===== config.mk =====
export PLATFORM = sky130hd
export DESIGN_NAME = pic8_core
export DESIGN_NICKNAME = d
export VERILOG_FILES = /design/src/rtl/pic8_pkg.sv /design/src/rtl/pic8_trig.sv /design/src/rtl/pic8_pick.sv /design/src/rtl/pic8_core.sv
export SDC_FILE = /design/constraint.sdc
export NUM_CORES = 1
export LEC_CHECK = 0
export ABC_AREA = 1
export BUFFER_PORTS_ARGS = -buffer_cell sky130_fd_sc_hd__buf_4
export CORE_UTILIZATION = 62
export CTS_CLUSTER_SIZE = 16
export DETAILED_ROUTE_END_ITERATION = 12
export GPL_ROUTABILITY_DRIVEN = 0
export HOLD_SLACK_MARGIN = 0.15
export PLACE_DENSITY = 0.84
export SYNTH_ARGS = -nofsm -noshare
export SYNTH_HDL_FRONTEND = slang
export SYNTH_HIERARCHICAL = 1
export SYNTH_SLANG_ARGS = --single-unit

===== constraint.sdc =====
create_clock -name clk -period 6 [get_ports clk]
set_input_delay 0.3 -clock clk [delete_from_list [all_inputs] [get_ports clk]]
set_output_delay 0.3 -clock clk [all_outputs]
set_load 0.05 [all_outputs]

===== src/rtl/pic8_pkg.sv =====
package pic8_pkg;
    typedef enum logic [1:0] {
        SEL_MASK = 2'd0,
        SEL_BASE = 2'd1,
        SEL_MODE = 2'd2
    } wsel_e;

    typedef enum logic {
        PH_IDLE   = 1'b0,
        PH_FROZEN = 1'b1
    } ack_ph_e;
endpackage


===== src/rtl/pic8_trig.sv =====
module pic8_trig #(
    parameter int N_LINES = 8
) (
    input  logic [N_LINES-1:0] irq,
    input  logic [N_LINES-1:0] prv,
    input  logic [N_LINES-1:0] irr_q,
    input  logic               lvl,
    output logic [N_LINES-1:0] irr_nx
);
    // One detector per line; the mode bit is shared by all lines.
    for (genvar i = 0; i < N_LINES; i++) begin : g_line
        assign irr_nx[i] = lvl ? irq[i] : (irr_q[i] | (irq[i] & ~prv[i]));
    end
endmodule


===== src/rtl/pic8_pick.sv =====
module pic8_pick #(
    parameter int N_LINES = 8,
    localparam int IDX_W = $clog2(N_LINES)
) (
    input  logic [N_LINES-1:0] req,
    output logic               any,
    output logic [IDX_W-1:0]   idx
);
    // Lowest index wins.
    always_comb begin
        any = 1'b0;
        idx = '0;
        for (int i = N_LINES - 1; i >= 0; i--) begin
            if (req[i]) begin
                any = 1'b1;
                idx = IDX_W'(i);
            end
        end
    end
endmodule


===== src/rtl/pic8_core.sv =====
module pic8_core #(
    parameter int N_LINES = 8,
    parameter int VEC_W   = 8,
    localparam int IDX_W  = $clog2(N_LINES),
    localparam int BASE_W = VEC_W - IDX_W
) (
    input  logic               clk,
    input  logic               rst_n,
    input  logic [N_LINES-1:0] irq_in,
    input  logic               wr_en,
    input  logic [1:0]         wr_sel,
    input  logic [VEC_W-1:0]   wr_data,
    input  logic               eoi,
    input  logic               ack,
    output logic               int_out,
    output logic [VEC_W-1:0]   vec_out,
    output logic               vec_valid
);
    import pic8_pkg::*;

    typedef struct packed {
        logic [N_LINES-1:0] irr;
        logic [N_LINES-1:0] isr;
        logic [N_LINES-1:0] imr;
        logic [N_LINES-1:0] prv;
        logic [BASE_W-1:0]  base;
        logic               lvl;
        ack_ph_e            ph;
        logic [IDX_W-1:0]   win;
        logic               win_ok;
        logic               intr;
        logic [VEC_W-1:0]   vec;
        logic               vvld;
    } st_t;

    st_t st_q, st_d;

    logic [N_LINES-1:0] irr_upd;
    logic               p_any, s_any, req_ok;
    logic [IDX_W-1:0]   p_idx, s_idx;

    pic8_trig #(.N_LINES(N_LINES)) u_trig (
        .irq    (irq_in),
        .prv    (st_q.prv),
        .irr_q  (st_q.irr),
        .lvl    (st_q.lvl),
        .irr_nx (irr_upd)
    );

    pic8_pick #(.N_LINES(N_LINES)) u_pend (
        .req (st_q.irr & ~st_q.imr),
        .any (p_any),
        .idx (p_idx)
    );

    pic8_pick #(.N_LINES(N_LINES)) u_serv (
        .req (st_q.isr),
        .any (s_any),
        .idx (s_idx)
    );

    // A request only counts if it outranks every line in service.
    assign req_ok = p_any && (!s_any || (p_idx < s_idx));

    always_comb begin
        st_d      = st_q;
        st_d.prv  = irq_in;
        st_d.irr  = irr_upd;
        st_d.vvld = 1'b0;
        st_d.intr = req_ok;

        if (wr_en) begin
            case (wsel_e'(wr_sel))
                SEL_MASK: st_d.imr  = wr_data[N_LINES-1:0];
                SEL_BASE: st_d.base = wr_data[VEC_W-1:IDX_W];
                SEL_MODE: st_d.lvl  = wr_data[0];
                default:  ;
            endcase
        end

        if (eoi && s_any) begin
            st_d.isr[s_idx] = 1'b0;
        end

        case (st_q.ph)
            PH_IDLE: begin
                if (ack) begin
                    st_d.ph     = PH_FROZEN;
                    st_d.win    = p_idx;
                    st_d.win_ok = req_ok;
                    st_d.intr   = st_q.intr;
                end
            end
            PH_FROZEN: begin
                st_d.intr = st_q.intr;
                if (ack) begin
                    st_d.ph   = PH_IDLE;
                    st_d.vvld = 1'b1;
                    st_d.intr = 1'b0;
                    if (st_q.win_ok && st_q.irr[st_q.win]) begin
                        st_d.isr[st_q.win] = 1'b1;
                        st_d.irr[st_q.win] = 1'b0;
                        st_d.vec = {st_q.base, st_q.win};
                    end else begin
                        st_d.vec = {st_q.base, {IDX_W{1'b1}}};
                    end
                end
            end
            default: st_d.ph = PH_IDLE;
        endcase
    end

    always_ff @(posedge clk or negedge rst_n) begin
        if (!rst_n) begin
            st_q     <= '0;
            st_q.imr <= '1;
            st_q.ph  <= PH_IDLE;
        end else begin
            st_q <= st_d;
        end
    end

    assign int_out   = st_q.intr;
    assign vec_out   = st_q.vec;
    assign vec_valid = st_q.vvld;

    // a new interrupt must come from an unmasked pending request
    a_r4_int_unmasked: assert property (@(posedge clk) disable iff (!rst_n)
        $rose(int_out) |-> $past(|(st_q.irr & ~st_q.imr)));

    // the vector strobe only follows a second acknowledge strobe
    a_r7_vec_after_ack: assert property (@(posedge clk) disable iff (!rst_n)
        $rose(vec_valid) |-> ($past(ack) && $past(st_q.ph == PH_FROZEN)));

    // the vector carries the base that was programmed
    a_r7_vec_base: assert property (@(posedge clk) disable iff (!rst_n)
        $rose(vec_valid) |-> (vec_out[VEC_W-1:IDX_W] == $past(st_q.base)));

    // at most one in-service bit appears per cycle
    a_r7_one_new_isr: assert property (@(posedge clk) disable iff (!rst_n)
        ##1 $onehot0(st_q.isr & ~$past(st_q.isr)));

    // the interrupt output is low while the vector is presented
    a_r8_int_low_on_vec: assert property (@(posedge clk) disable iff (!rst_n)
        vec_valid |-> !int_out);

    // an end-of-interrupt alone removes exactly one in-service bit
    a_r9_eoi_one: assert property (@(posedge clk) disable iff (!rst_n)
        (eoi && (st_q.isr != '0) && !(ack && st_q.ph == PH_FROZEN)) |=>
        ($countones(st_q.isr) + 1 == $countones($past(st_q.isr))));
endmodule


Word-level counts from Yosys, hierarchy flattened. Index checks and enable logic that the tools add are counted.

Input port bits: 23. Logic and storage cells: 124. Register bits: 53.

Reduce and logical (&&, ||, !) cells: 14. Eq/ne operators: 4. Magnitude comparators: 5. Bitwise logic cells: 32. Mux-type cells: 57.

Operator list (number): two-way mux 3 bit (17); two-way mux 16 bit (3); two-way mux 1 bit (29); bitwise AND 8 bit (3); inverter 8 bit (3); AND reduction 2 bit (6); two-way mux 10 bit (1); inverter 1 bit (9); bitwise AND 1 bit (8); less-than comparator 3 x 4 -> 1 bit, second input constant (2); two-way mux 8 bit (1); OR 1 bit (8); OR 8 bit (1); demux 1 bit (select 3 bit) (2); >= comparator 3 x 1 -> 1 bit, second input constant (2); two-way mux 6 bit (1); logical AND 1 bit (5); != test 2 bit, second input constant (2); one-hot mux 1 bit (2 select lines) (2); binary-select mux 1 bit (select 3 bit) (1); less-than comparator 3 bit (1); == test 2 x 1 -> 1 bit, second input constant (1); == test 2 bit, second input constant (1); logical NOT 2 bit (1); other kinds (2) (2).

Longest topological paths before layout. Gate-level depths: netlist of run 1.

Word-level depth: 19. Gate-level depth with buffers: 16. Gate-level depth less buffers: 16.

By module. Netlist of run 1, hierarchy kept.

By module, submodules not included: pic8_core (instances 1, cells an instance 247, area an instance 2309.7 um2); pic8_pick (instances 2, cells an instance 22, area an instance 98.8 um2); pic8_trig (instances 1, cells an instance 34, area an instance 140.1 um2).

Least setup slack after synthesis of run 1. No wires, ideal clock.

Kind: register to register. Start point: register st_q[36] (netlist bit). End point: register st_q[10] (netlist bit). Cell stages (with the launch flop): 10. Arrival: 1.807 ns. Path slack: 4.128 ns. Data required time: 5.935 ns. Setup time: 0.065 ns. Path buffers: 0. Cell sequence: dfstp_2 > nor2_1 > or2_1 > nor3_2 > nor2_1 > ha_1 > a21oi_1 > nand2_1 > a21boi_0 > mux2_2.

Cells in the longest elaborated chain, start to end: 13.

Ends and longest elaborated chain: start, declared (line pic8_core.sv:36) `st_t st_q, st_d;`; start signal, assigned (line pic8_core.sv:119) `st_q <= st_d;`; inverter 8 bit (line pic8_core.sv:51) `.req (st_q.irr & ~st_q.imr),`; bitwise AND 8 bit (line pic8_core.sv:51); two-way mux 3 bit (8 in a row) (line pic8_pick.sv:14) `if (req[i]) begin`; via p_idx[2] (line pic8_core.sv:40) `logic [IDX_W-1:0] p_idx, s_idx;`; less-than comparator 3 bit (line pic8_core.sv:63) `assign req_ok = p_any && (!s_any || (p_idx < s_idx));`; logical OR 1 bit (line pic8_core.sv:63); logical AND 1 bit (line pic8_core.sv:63).

The timed path passes the listed nets, and every way through them passes these cells. A chain may end at the register's enable or synchronous reset.

Worst setup path in the final report of run 1. Ends and elaborated chain as after synthesis.

==> results.py, run 1 <==
metrics = {
    "outcome": {
        "status": "complete, no violations",
    },
    "timing": {
        "max_freq_ghz": 0.474,
        "relSlewSlack": 0.567,
        "grt_setup_unrepaired": "false",
        "timing.final.max_slew_violations": 0,
        "tmin_final_ns": 2.11,
        "fin_setup_tns_ns": 0,
        "finalSetupViolCount": 0,
        "finClkSkew_ns": 0.00980,
        "worst_pin_slew_ns": 0.650,
        "final_hold_violation_count": 0,
        "final.period_utilization": 0.352,
    },
    "cells_and_area": {
        "drive_gt1_frac": 0.193,
        "final-instance-count-excl-fill": 412,
        "antenna-diode-count": 0,
        "final_cell_mix": "nand2_1, inv_1, dfrtp_1, buf_4, o21ai_0",
        "post-route-cell-area_sq_um": 3070,
        "mostFrequentLayoutCell": "nand2_1",
        "syn_to_final_growth_pct": 16.0,
        "final_nets": 388,
    },
    "detailed_routing": {
        "dr.first_iter.drc_count": 146,
        "routedWlPerCell_microns": 13.2,
        "post-route-drc-count": 0,
        "vias_per_cell": 5.25,
        "detailedRoute.firstPassIterationCount": 4,
        "route.final.wire_length_microns": 5420,
        "routed-via-count": 2165,
        "antenna_violating_nets_post_route": 0,
    },
    "global_route": {
        "grt_start_max_net_pins": 54,
        "antenna_found_initial": 0,
        "grt.total_usage": 0.281,
        "grt_pass1_vias": 2130,
        "grt-ovfl-total": 0,
        "grt_first_pass_wirelength_microns": 9280,
    },
    "logic_synthesis": {
        "synth-seq-cells": 53,
        "ys_warns": 6,
        "syn_nets": 352,
        "dominant_combinational_cell_family_by_area_after_synthesis": "simple AND/OR/NAND/NOR gates",
        "synth_xor_xnor_area_share": 0,
        "synth.avg_cell_area_sq_um": 8.15,
        "synth-adder-area-share": 0.0189,
        "count_of_distinct_cell_types_in_the_synthesized_netlist": 29,
        "mux_contribution_to_synthesized_area": 0.0128,
        "synthesis.area_sq_um": 2650,
        "post_synth_and_or_nand_nor_area_fraction": 0.263,
        "synth_cells": 325,
        "synth_compound_gate_area_share": 0.0884,
        "seq_area_frac_synth": 0.505,
    },
    "critical_path": {
        "critPathRequiredTime_ns": 6.26,
        "cp_common_cell": "nor2_1",
        "worstPathCellList": "nor2_1 > or2_1 > nor3_2 > nor2_1 > ha_1 > a21oi_1 > nand2_1 > a21boi_0 > mux2_2",
        "worstPathBufferInverterCount": 0,
        "critical_path.endpoint_type": "flop",
        "worst_path_dominant_cell_family": "simple AND/OR/NAND/NOR gates",
        "cp_slowest_cell": "dfstp_2",
        "crit_path_max_incr_delay_ns": 0.54,
        "r2r_cell_count": 9,
        "timing.critical_path.from_type": "flop",
        "timing.setup.critical_path_class": "flop to flop",
        "critical_path.reg2reg.startpoint": "st_q[36]",
        "r2r_setup_slack_ns": 3.89,
        "worstPathMaxFanout": 2,
        "worstReg2RegEnd": "st_q[10]",
        "cp_data_arrival_time_ns": 2.37,
    },
    "die": {
        "initial_utilization": 0.652,
        "die_area_sq_um": 4540,
        "io-pin-count": 33,
        "floorplan.core_area_sq_um": 4060,
        "die-width_microns": 67.3,
        "die_height_microns": 67.3,
        "floorplan.rows": 23,
    },
    "clocking": {
        "cts_max_level": 2,
        "path_clk_slew_ns": 0.10,
        "clk_lat_worst_skew_ns": 0.31,
        "post_cts.resized_instances": 0,
        "clock_path_buffers": 2,
        "root_buffer": "clkbuf_8",
        "cts_tree": "done",
        "numClockSinks": 53,
        "cts_buffers": 5,
    },
    "hold_path": {
        "type_of_the_tightest_min_delay_check": "input pin to flop",
        "worst_hold_startpoint": "wr_data[2]",
        "worstHoldEndpoint": "st_q[31]",
        "timing.hold.worst_path_depth": 2,
    },
    "run": {
        "cap_viol_max_count": 0,
    },
    "power_and_ir_drop": {
        "ir_drop_worst_case_vdd_v": 0.000327,
        "p_leak_uw": 0.00166,
        "power.density_cell_area_nw_per_um2": 483,
    },
    "place": {
        "dpl_cell_area_sq_um": 2860,
        "dp.final_hpwl_microns": 3910,
        "dp_cells": 395,
        "numPortBuffers": 32,
    },
}
sequential cells by signal, indices dropped and copies added (netlist names):
| name | count |
|---|---|
| int_out | 1 |
| st_q | 43 |
| vec_out | 8 |
| vec_valid | 1 |
layer usage:
layer | GRT usage | wire, microns | share of wire
met4 | 0.162 | 197 | 0.036
met5 | 0 | 0 | 0
met1 | 0.350 | 2360 | 0.43
met3 | 0.0473 | 232 | 0.043
met2 | 0.459 | 2630 | 0.49
area by class of cell:
class / instances / area [sq um]
sequential: 53 / 1340
tap: 50 / 62.6
timing repair buffer: 41 / 330
fill: 294 / 987
multi-input combinational: 204 / 1010
clock buffer: 7 / 86.3
clock inverter: 1 / 30.0
inverter: 56 / 210
power by group:
| part | switching, uW | internal, uW | total (uW) |
|---|---|---|---|
| Combinational | 461 | 226 | 687 |
| Clock | 118 | 136 | 254 |
| Sequential | 81.8 | 462 | 544 |
| Total | 660 | 824 | 1480 |
what timing repair did:
| item | CTS | global route |
|---|---|---|
| setup buffers | 0 | 0 |
| hold buffers | 9 | 0 |
| hold endpoints to repair | 53 | 0 |
cell families (layout without fill, tap and decap cells):
kind of cell,count (synthesis),after routing
adders and majority gates,4,4
AOI/OAI and AO/OA,38,38
buffers and inverters,68,105
muxes,3,3
and+or+nand+nor,159,159
DFF,53,53
worst max path at each step:
stage,slack (ns),start,cells past startpoint,endpoint
floorplan,4.13,st_q[36],9,st_q[10]
global placement,4.04,st_q[36],9,st_q[10]
detailed placement,3.93,st_q[36],9,st_q[10]
CTS,3.91,st_q[36],9,st_q[10]
global route,3.77,st_q[36],9,st_q[10]
finish,3.89,st_q[36],9,st_q[10]
cell usage after synthesis:
cell type,number,share of area
a21boi_0,1,0.0028
nand2_4,1,0.0043
nand4_1,9,0.021
o21bai_2,2,0.0085
nor3_1,2,0.0038
a21oi_1,3,0.0057
a31oi_1,3,0.0071
ha_1,4,0.019
or2_1,2,0.0047
nor2_1,18,0.026
inv_2,2,0.0028
nor3_2,2,0.0076
nand3_1,8,0.015
inv_1,54,0.077
o21a_1,2,0.0057
o2bb2ai_1,1,0.0033
nand2_2,7,0.017
dfrtp_1,45,0.43
o21ai_2,4,0.013
buf_4,9,0.026
nand2_1,108,0.15
o22ai_1,1,0.0024
dfstp_2,8,0.079
o21ai_0,21,0.040
mux2_2,3,0.013
nand2_8,1,0.0076
clkbuf_1,2,0.0028
nand3_2,1,0.0038
buf_6,1,0.0043
through the flow:
stage / hold WS (ns) / setup WS [ns] / util / power, uW
floorplan: 0.00441 / 4.13 / - / 1080
global placement: 0.367 / 4.04 / 0.706 / 1190
detailed placement: 0.378 / 3.93 / 0.706 / 1220
CTS: 0.220 / 3.91 / 0.757 / 1480
global route: 0.220 / 3.77 / 0.757 / 1590
finish: 0.217 / 3.89 / 0.757 / 1480
Note: power is estimated with default switching activity, not from simulation.
==> run 2: changes to the inputs <==
--- a/config.mk
+++ b/config.mk
@@ -5,14 +5,14 @@
 export SDC_FILE = /design/constraint.sdc
 export NUM_CORES = 1
 export LEC_CHECK = 0
-export ABC_AREA = 1
+export ABC_AREA = 0
 export BUFFER_PORTS_ARGS = -buffer_cell sky130_fd_sc_hd__buf_4
-export CORE_UTILIZATION = 62
+export CORE_UTILIZATION = 57
 export CTS_CLUSTER_SIZE = 16
 export DETAILED_ROUTE_END_ITERATION = 12
 export GPL_ROUTABILITY_DRIVEN = 0
 export HOLD_SLACK_MARGIN = 0.15
-export PLACE_DENSITY = 0.84
+export PLACE_DENSITY = 0.79
 export SYNTH_ARGS = -nofsm -noshare
 export SYNTH_HDL_FRONTEND = slang
 export SYNTH_HIERARCHICAL = 1
==> constraint.sdc (replaced) <==
create_clock -name clk -period 2.1 [get_ports clk]
set_input_delay 0.105 -clock clk [delete_from_list [all_inputs] [get_ports clk]]
set_output_delay 0.105 -clock clk [all_outputs]
set_load 0.05 [all_outputs]
==> run 2 against run 1 <==
- clock power rose by 120%
- global-route usage shrank 3.8 points
- utilization decreased by 1.4 points
- sequential power grew to 2.9 times the previous value
- via count shrank 16%
- critical path depth down 2
- non-clock buffer count up 12
- critical endpoint unchanged
- largest power group unchanged
==> results.py, run 2 <==
metrics = {
    "die": {
        "io-pin-count": 33,
        "floorplan.core_area_sq_um": 4140,
        "die-width_microns": 69.0,
        "die_area_sq_um": 4760,
        "die_height_microns": 69.0,
        "initial_utilization": 0.617,
        "floorplan.rows": 23,
    },
    "run": {
        "cap_viol_max_count": 0,
    },
    "global_route": {
        "grt.total_usage": 0.243,
        "grt_pass1_vias": 1783,
        "grt-ovfl-total": 0,
        "grt_start_max_net_pins": 54,
        "met3_use_gr": 0.0428,
        "antenna_found_initial": 0,
        "global_route.peak_usage_layer": "met2",
        "groute.layer.met2.usage": 0.399,
        "globalRouteMet1Util": 0.326,
        "grt_first_pass_wirelength_microns": 8290,
    },
    "clocking": {
        "cts_tree": "done",
        "clk_lat_worst_skew_ns": 0.30,
        "path_clk_slew_ns": 0.09,
        "cts_max_level": 2,
        "clock_path_buffers": 2,
        "root_buffer": "clkbuf_8",
        "cts_setup_buffers": 0,
        "numClockSinks": 53,
        "cts_buffers": 5,
    },
    "timing": {
        "finClkSkew_ns": 0.00672,
        "final_hold_violation_count": 0,
        "final.period_utilization": 0.921,
        "tmin_final_ns": 1.93,
        "max_freq_ghz": 0.517,
        "worst_pin_slew_ns": 0.665,
        "fin_setup_tns_ns": 0,
        "grt_setup_unrepaired": "false",
        "timing.final.max_slew_violations": 0,
        "finalSetupViolCount": 0,
        "relSlewSlack": 0.557,
    },
    "logic_synthesis": {
        "syn_nets": 247,
        "mux_contribution_to_synthesized_area": 0.123,
        "seq_area_frac_synth": 0.523,
        "synth-seq-cells": 53,
        "synth-adder-area-share": 0.0196,
        "synth_xor_xnor_area_share": 0,
        "yosys.cell_count.top_type": "dfrtp_1",
        "synth_compound_gate_area_share": 0.110,
        "synthesis.area_sq_um": 2560,
        "ys_warns": 6,
        "post_synth_most_frequent_cells": "dfrtp_1, mux2_2, nor2b_1",
        "synth_enable_flop_cells": 0,
        "synth.largest_area_cell": "dfrtp_1",
        "synth_cells": 220,
        "dominant_combinational_cell_family_by_area_after_synthesis": "simple AND/OR/NAND/NOR gates",
        "yosysTopAreaCellShare": 0.441,
        "post_synth_and_or_nand_nor_area_fraction": 0.183,
        "synth.avg_cell_area_sq_um": 11.6,
        "ys_async_sr_fraction": 1.00,
        "post_synth_main_area_contributors": "dfrtp_1, mux2_2, dfstp_2",
        "postSynth.topFlopCell": "dfrtp_1",
        "count_of_distinct_cell_types_in_the_synthesized_netlist": 39,
    },
    "power_and_ir_drop": {
        "p_leak_uw": 0.00134,
        "finalPower_uw": 3830,
        "ir_drop_worst_case_vdd_v": 0.000674,
        "power.density_cell_area_nw_per_um2": 1240,
    },
    "cells_and_area": {
        "nFillCells": 311,
        "final_nets": 297,
        "mostFrequentLayoutCell": "dfrtp_1",
        "largest_reg_flops": 43,
        "drive_gt1_frac": 0.328,
        "final_cell_mix": "dfrtp_1, buf_4, mux2_2, dlygate4sd3_1",
        "post-route-cell-area_sq_um": 3080,
        "register_with_the_most_flip_flops": "st_q",
        "final-instance-count-excl-fill": 321,
        "antenna-diode-count": 0,
        "syn_to_final_growth_pct": 20.4,
    },
    "critical_path": {
        "critPathRequiredTime_ns": 2.28,
        "timing.critical_path.from_type": "flop",
        "cp_data_arrival_time_ns": 2.12,
        "critical_path.endpoint_type": "flop",
        "timing.setup.critical_path_class": "flop to flop",
        "worstPathMaxFanout": 3,
    },
    "hold_path": {
        "type_of_the_tightest_min_delay_check": "input pin to flop",
    },
    "detailed_routing": {
        "route.final.wire_length_microns": 5160,
        "antenna_violating_nets_post_route": 0,
        "post-route-drc-count": 0,
        "detailedRoute.firstPassIterationCount": 4,
        "routedWlPerCell_microns": 16.1,
        "routed-via-count": 1824,
        "vias_per_cell": 5.68,
        "dr.first_iter.drc_count": 84,
    },
    "outcome": {
        "status": "complete, no violations",
    },
    "place": {
        "dp_cells": 295,
        "dpl_cell_area_sq_um": 2810,
        "dp.final_hpwl_microns": 3580,
        "numPortBuffers": 32,
    },
}
==> run 2: cell types whose count changed in the layout (fill, tap and decap cells not counted), sizes merged, moves of 9 or more <==
cell         change
o21ai           -15
nand2b          +12
nand4            -9
mux2            +20
inv             -48
dlygate4sd3      +9
nand2          -102
nor2b           +16
==> run 2: what timing repair did <==
| item | CTS | global route |
|---|---|---|
| hold buffers | 18 | 0 |
| resized for setup | 0 | 2 |
| endpoints found under the hold margin | 73 | 0 |
| setup endpoints to repair | 0 | 2 |
==> run 2: worst max-delay path, stage by stage, from the launching register on <==
cell	delay, ns
dfrtp_1	0.41
nor2b_1	0.26
a21oi_1	0.10
o41ai_1	0.44
nand2b_1	0.17
a211oi_1	0.06
nor3b_1	0.25
o22ai_1	0.12
==> run 2: final timing paths <==
check	slack (ns)	from	endpoint	cells after the start
setup / recovery	0.17	st_q[52]	st_q[10]	7
hold / removal	0.17	eoi	st_q[37]	4
setup reg to reg	0.17	st_q[52]	st_q[10]	7
hold reg to reg	0.51	st_q[16]	vec_out[3]	1
max in group asynchronous	1.28	rst_n	vec_out[7]	2
min in group asynchronous	0.36	rst_n	vec_out[2]	2
==> run 2: through the flow <==
| step | setup WS (ns) | hold WS, ns | utilization |
|---|---|---|---|
| 2_1_floorplan | 0.361 | -0.191 | - |
| 3_3_place_gp | 0.201 | 0.175 | 0.677 |
| 3_5_place_dp | 0.154 | 0.180 | 0.677 |
| 4_1_cts | 0.123 | 0.170 | 0.741 |
| 5_1_grt | 0.00975 | 0.185 | 0.742 |
| 6_report | 0.166 | 0.171 | 0.742 |
==> run 2: cells by family (layout without fill, tap and decap cells) <==
kind of cell	Yosys count	after routing
AOI/OAI and AO/OA	38	38
buffers and inverters	18	69
DFF	53	53
and+or+nand+nor	80	80
adders and majority gates	4	4
muxes	27	27
==> run 2: power by group <==
part	total (uW)	switching [uW]	internal (uW)
combinational	1680	935	742
sequential	1590	275	1320
clock	561	329	232
total	3830	1540	2290
==> run 2: final cells by class <==
class | instances | area [sq um] | share of cell area
clock buffers | 6 | 72.6 | 0.0236
well taps | 50 | 62.6 | 0.0203
multi-input cells | 149 | 1120 | 0.365
repair buffers | 53 | 443 | 0.144
flip-flops and latches | 53 | 1340 | 0.434
clock inverters | 2 | 10.0 | 0.00325
inverters | 8 | 30.0 | 0.00976
==> run 2: routing by layer <==
| layer | up-vias | wire, microns |
|---|---|---|
| li1 | 883 | - |
| met1 | 892 | 2450 |
| met2 | 42 | 2490 |
| met3 | 7 | 162 |
| met4 | 0 | 63 |
| met5 | - | 0 |
==> run 3: changes to the inputs <==
--- a/config.mk
+++ b/config.mk
@@ -7,11 +7,13 @@
 export LEC_CHECK = 0
 export ABC_AREA = 0
 export BUFFER_PORTS_ARGS = -buffer_cell sky130_fd_sc_hd__buf_4
+export CORE_MARGIN = 3
 export CORE_UTILIZATION = 57
 export CTS_CLUSTER_SIZE = 16
 export DETAILED_ROUTE_END_ITERATION = 12
 export GPL_ROUTABILITY_DRIVEN = 0
 export HOLD_SLACK_MARGIN = 0.15
+export MAX_ROUTING_LAYER = met4
 export PLACE_DENSITY = 0.79
 export SYNTH_ARGS = -nofsm -noshare
 export SYNTH_HDL_FRONTEND = slang
==> run 3 against run 2 <==
- non-clock buffer count unchanged
- register-to-register slack is essentially flat
- final cell count did not move
- sequential cell count stayed put
- highest routed layer unchanged
- hold slack better by 0.0015 ns
- power increased by 0.19%
- die area is 12% higher
- maximum frequency is 0.56% lower
- setup slack worse by 0.011 ns
- critical path type unchanged
- largest power group unchanged
- critical endpoint unchanged
==> results.py, run 3 (synthesis results as in run 2) <==
metrics = {
    "place": {
        "dp_cells": 295,
        "pre_cts_ws_ns": 0.209,
        "dp.final_hpwl_microns": 3570,
        "numPortBuffers": 32,
    },
    "detailed_routing": {
        "post-route-drc-count": 0,
        "route.final.wire_length_microns": 4960,
        "vias_per_cell": 5.53,
        "routedWlPerCell_microns": 15.4,
        "detailedRoute.firstPassIterationCount": 4,
        "dr.first_iter.drc_count": 122,
        "antenna_violating_nets_post_route": 0,
        "routed-via-count": 1775,
    },
    "timing": {
        "final.period_utilization": 0.926,
        "relSlewSlack": 0.558,
        "finClkSkew_ns": 0.0101,
        "max_freq_ghz": 0.514,
        "worst_pin_slew_ns": 0.662,
        "fin_setup_tns_ns": 0,
        "tmin_final_ns": 1.95,
        "finalSetupViolCount": 0,
        "final_hold_violation_count": 0,
        "final_critical_path_setup_slack_ns": 0.155,
        "timing.final.max_slew_violations": 0,
        "grt_setup_unrepaired": "false",
    },
    "clocking": {
        "cts_max_level": 2,
        "cts_tree": "done",
        "root_buffer": "clkbuf_8",
        "post_cts.resized_instances": 0,
        "numClockSinks": 53,
        "cts_setup_buffers": 0,
        "clock_path_buffers": 2,
        "clk_lat_worst_skew_ns": 0.30,
        "path_clk_slew_ns": 0.09,
        "cts_buffers": 5,
    },
    "die": {
        "io-pin-count": 33,
        "floorplan.rows": 23,
        "die-width_microns": 73.0,
        "initial_utilization": 0.613,
        "floorplan.core_area_sq_um": 4170,
        "die_area_sq_um": 5320,
        "die_height_microns": 73.0,
    },
    "global_route": {
        "grt_first_pass_wirelength_microns": 8750,
        "grt_pass1_vias": 1847,
        "grt.total_usage": 0.221,
        "antenna_found_initial": 0,
        "grt-ovfl-total": 0,
        "grt_start_max_net_pins": 54,
    },
    "power_and_ir_drop": {
        "swShare": 0.396,
        "seq_power_share": 0.413,
        "internal_power_uw": 2320,
        "net_switching_power_figure_uw": 1520,
        "p_leak_uw": 0.00134,
        "p_clk_frac": 0.153,
        "power.density_cell_area_nw_per_um2": 1250,
        "share_of_total_power_in_combinational_logic": 0.434,
        "ir_drop_worst_case_vdd_v": 0.000766,
    },
    "cells_and_area": {
        "final-instance-count-excl-fill": 321,
        "drive_gt1_frac": 0.317,
        "antenna-diode-count": 0,
        "register_with_the_most_flip_flops": "st_q",
        "nFillCells": 282,
        "final_nets": 297,
        "syn_to_final_growth_pct": 20.4,
        "mostFrequentLayoutCell": "dfrtp_1",
        "largest_reg_flops": 43,
        "final_util": 0.737,
        "final_cell_mix": "dfrtp_1, buf_4, mux2_2, dlygate4sd3_1, nor2b_1",
    },
    "critical_path": {
        "timing.critical_path.from_type": "flop",
        "cp_common_cell": "a211oi_1",
        "cp_data_arrival_time_ns": 2.13,
        "critical_path.endpoint_type": "flop",
        "critPathRequiredTime_ns": 2.29,
        "worstPathMaxFanout": 4,
        "cp_slowest_cell": "dfrtp_1",
        "crit_path_max_incr_delay_ns": 0.42,
        "worstPathCellList": "nor2_1 > o21ai_0 > a211oi_1 > inv_1 > ha_1 > a211oi_1 > nor3b_1 > o22ai_1",
        "timing.setup.critical_path_class": "flop to flop",
    },
    "run": {
        "cap_viol_max_count": 0,
    },
    "hold_path": {
        "type_of_the_tightest_min_delay_check": "input pin to flop",
    },
    "outcome": {
        "status": "complete, no violations",
    },
}
run 3: cell types whose count changed in the layout (fill, tap and decap cells not counted), sizes merged:
cell | before | now
clkbuf | 6 | 8
clkinv | 2 | 0
run 3: final timing paths:
| path | start | endpoint | slack [ns] | cells after the start |
|---|---|---|---|---|
| hold / removal | eoi | st_q[38] | 0.17 | 4 |
| max in group asynchronous | rst_n | st_q[45] | 1.28 | 2 |
| setup / recovery | st_q[42] | st_q[10] | 0.15 | 8 |
| min in group asynchronous | rst_n | vec_valid | 0.37 | 2 |
| hold reg to reg | st_q[16] | vec_out[3] | 0.50 | 1 |
| setup reg to reg | st_q[42] | st_q[10] | 0.15 | 8 |
run 3: power groups by stage:
stage / clock (uW) / sequential (uW) / combinational [uW]
after floorplan: 0 / 1540 / 1330
after global placement: 0 / 1590 / 1610
after detailed placement: 0 / 1610 / 1630
after CTS: 595 / 1590 / 1670
after global routing: 641 / 1630 / 1830
final: 586 / 1580 / 1670
run 3: worst max-delay path, delay by kind of cell (launching register included):
kind / cells / cell delay [ns]
compound gates: 4 / 0.62
fa+ha+maj: 1 / 0.29
buf+inv: 1 / 0.12
flops: 1 / 0.42
simple gates: 2 / 0.37
run 3: final cells by class:
cell class	instances	area, sq um	area share
multi-input combinational	149	1110	0.362
tap	50	62.6	0.0203
timing repair buffer	53	443	0.144
sequential	53	1340	0.434
clock buffer	8	90.1	0.0293
inverter	8	30.0	0.00976
run 3: metrics by stage:
step / cell area (sq um) / hold slack [ns] / total power [uW]
finish: 3080 / 0.173 / 3840
global route: 3080 / 0.185 / 4110
CTS: 3080 / 0.172 / 3850
detailed placement: 2810 / 0.179 / 3230
global placement: 2810 / 0.173 / 3200
floorplan: 2560 / -0.191 / 2870
run 3: metal layers:
layer | routed length (microns) | vias up | GRT usage
met1 | 2370 | 851 | 0.296
li1 | - | 880 | -
met4 | 57 | 0 | 0.0615
met5 | 0 | - | -
met3 | 198 | 6 | 0.0386
met2 | 2340 | 38 | 0.351
run 3: what timing repair did:
item | CTS | global route
hold buffers | 18 | 0
endpoints found under the setup margin | 0 | 0
endpoints found under the hold margin | 74 | 0
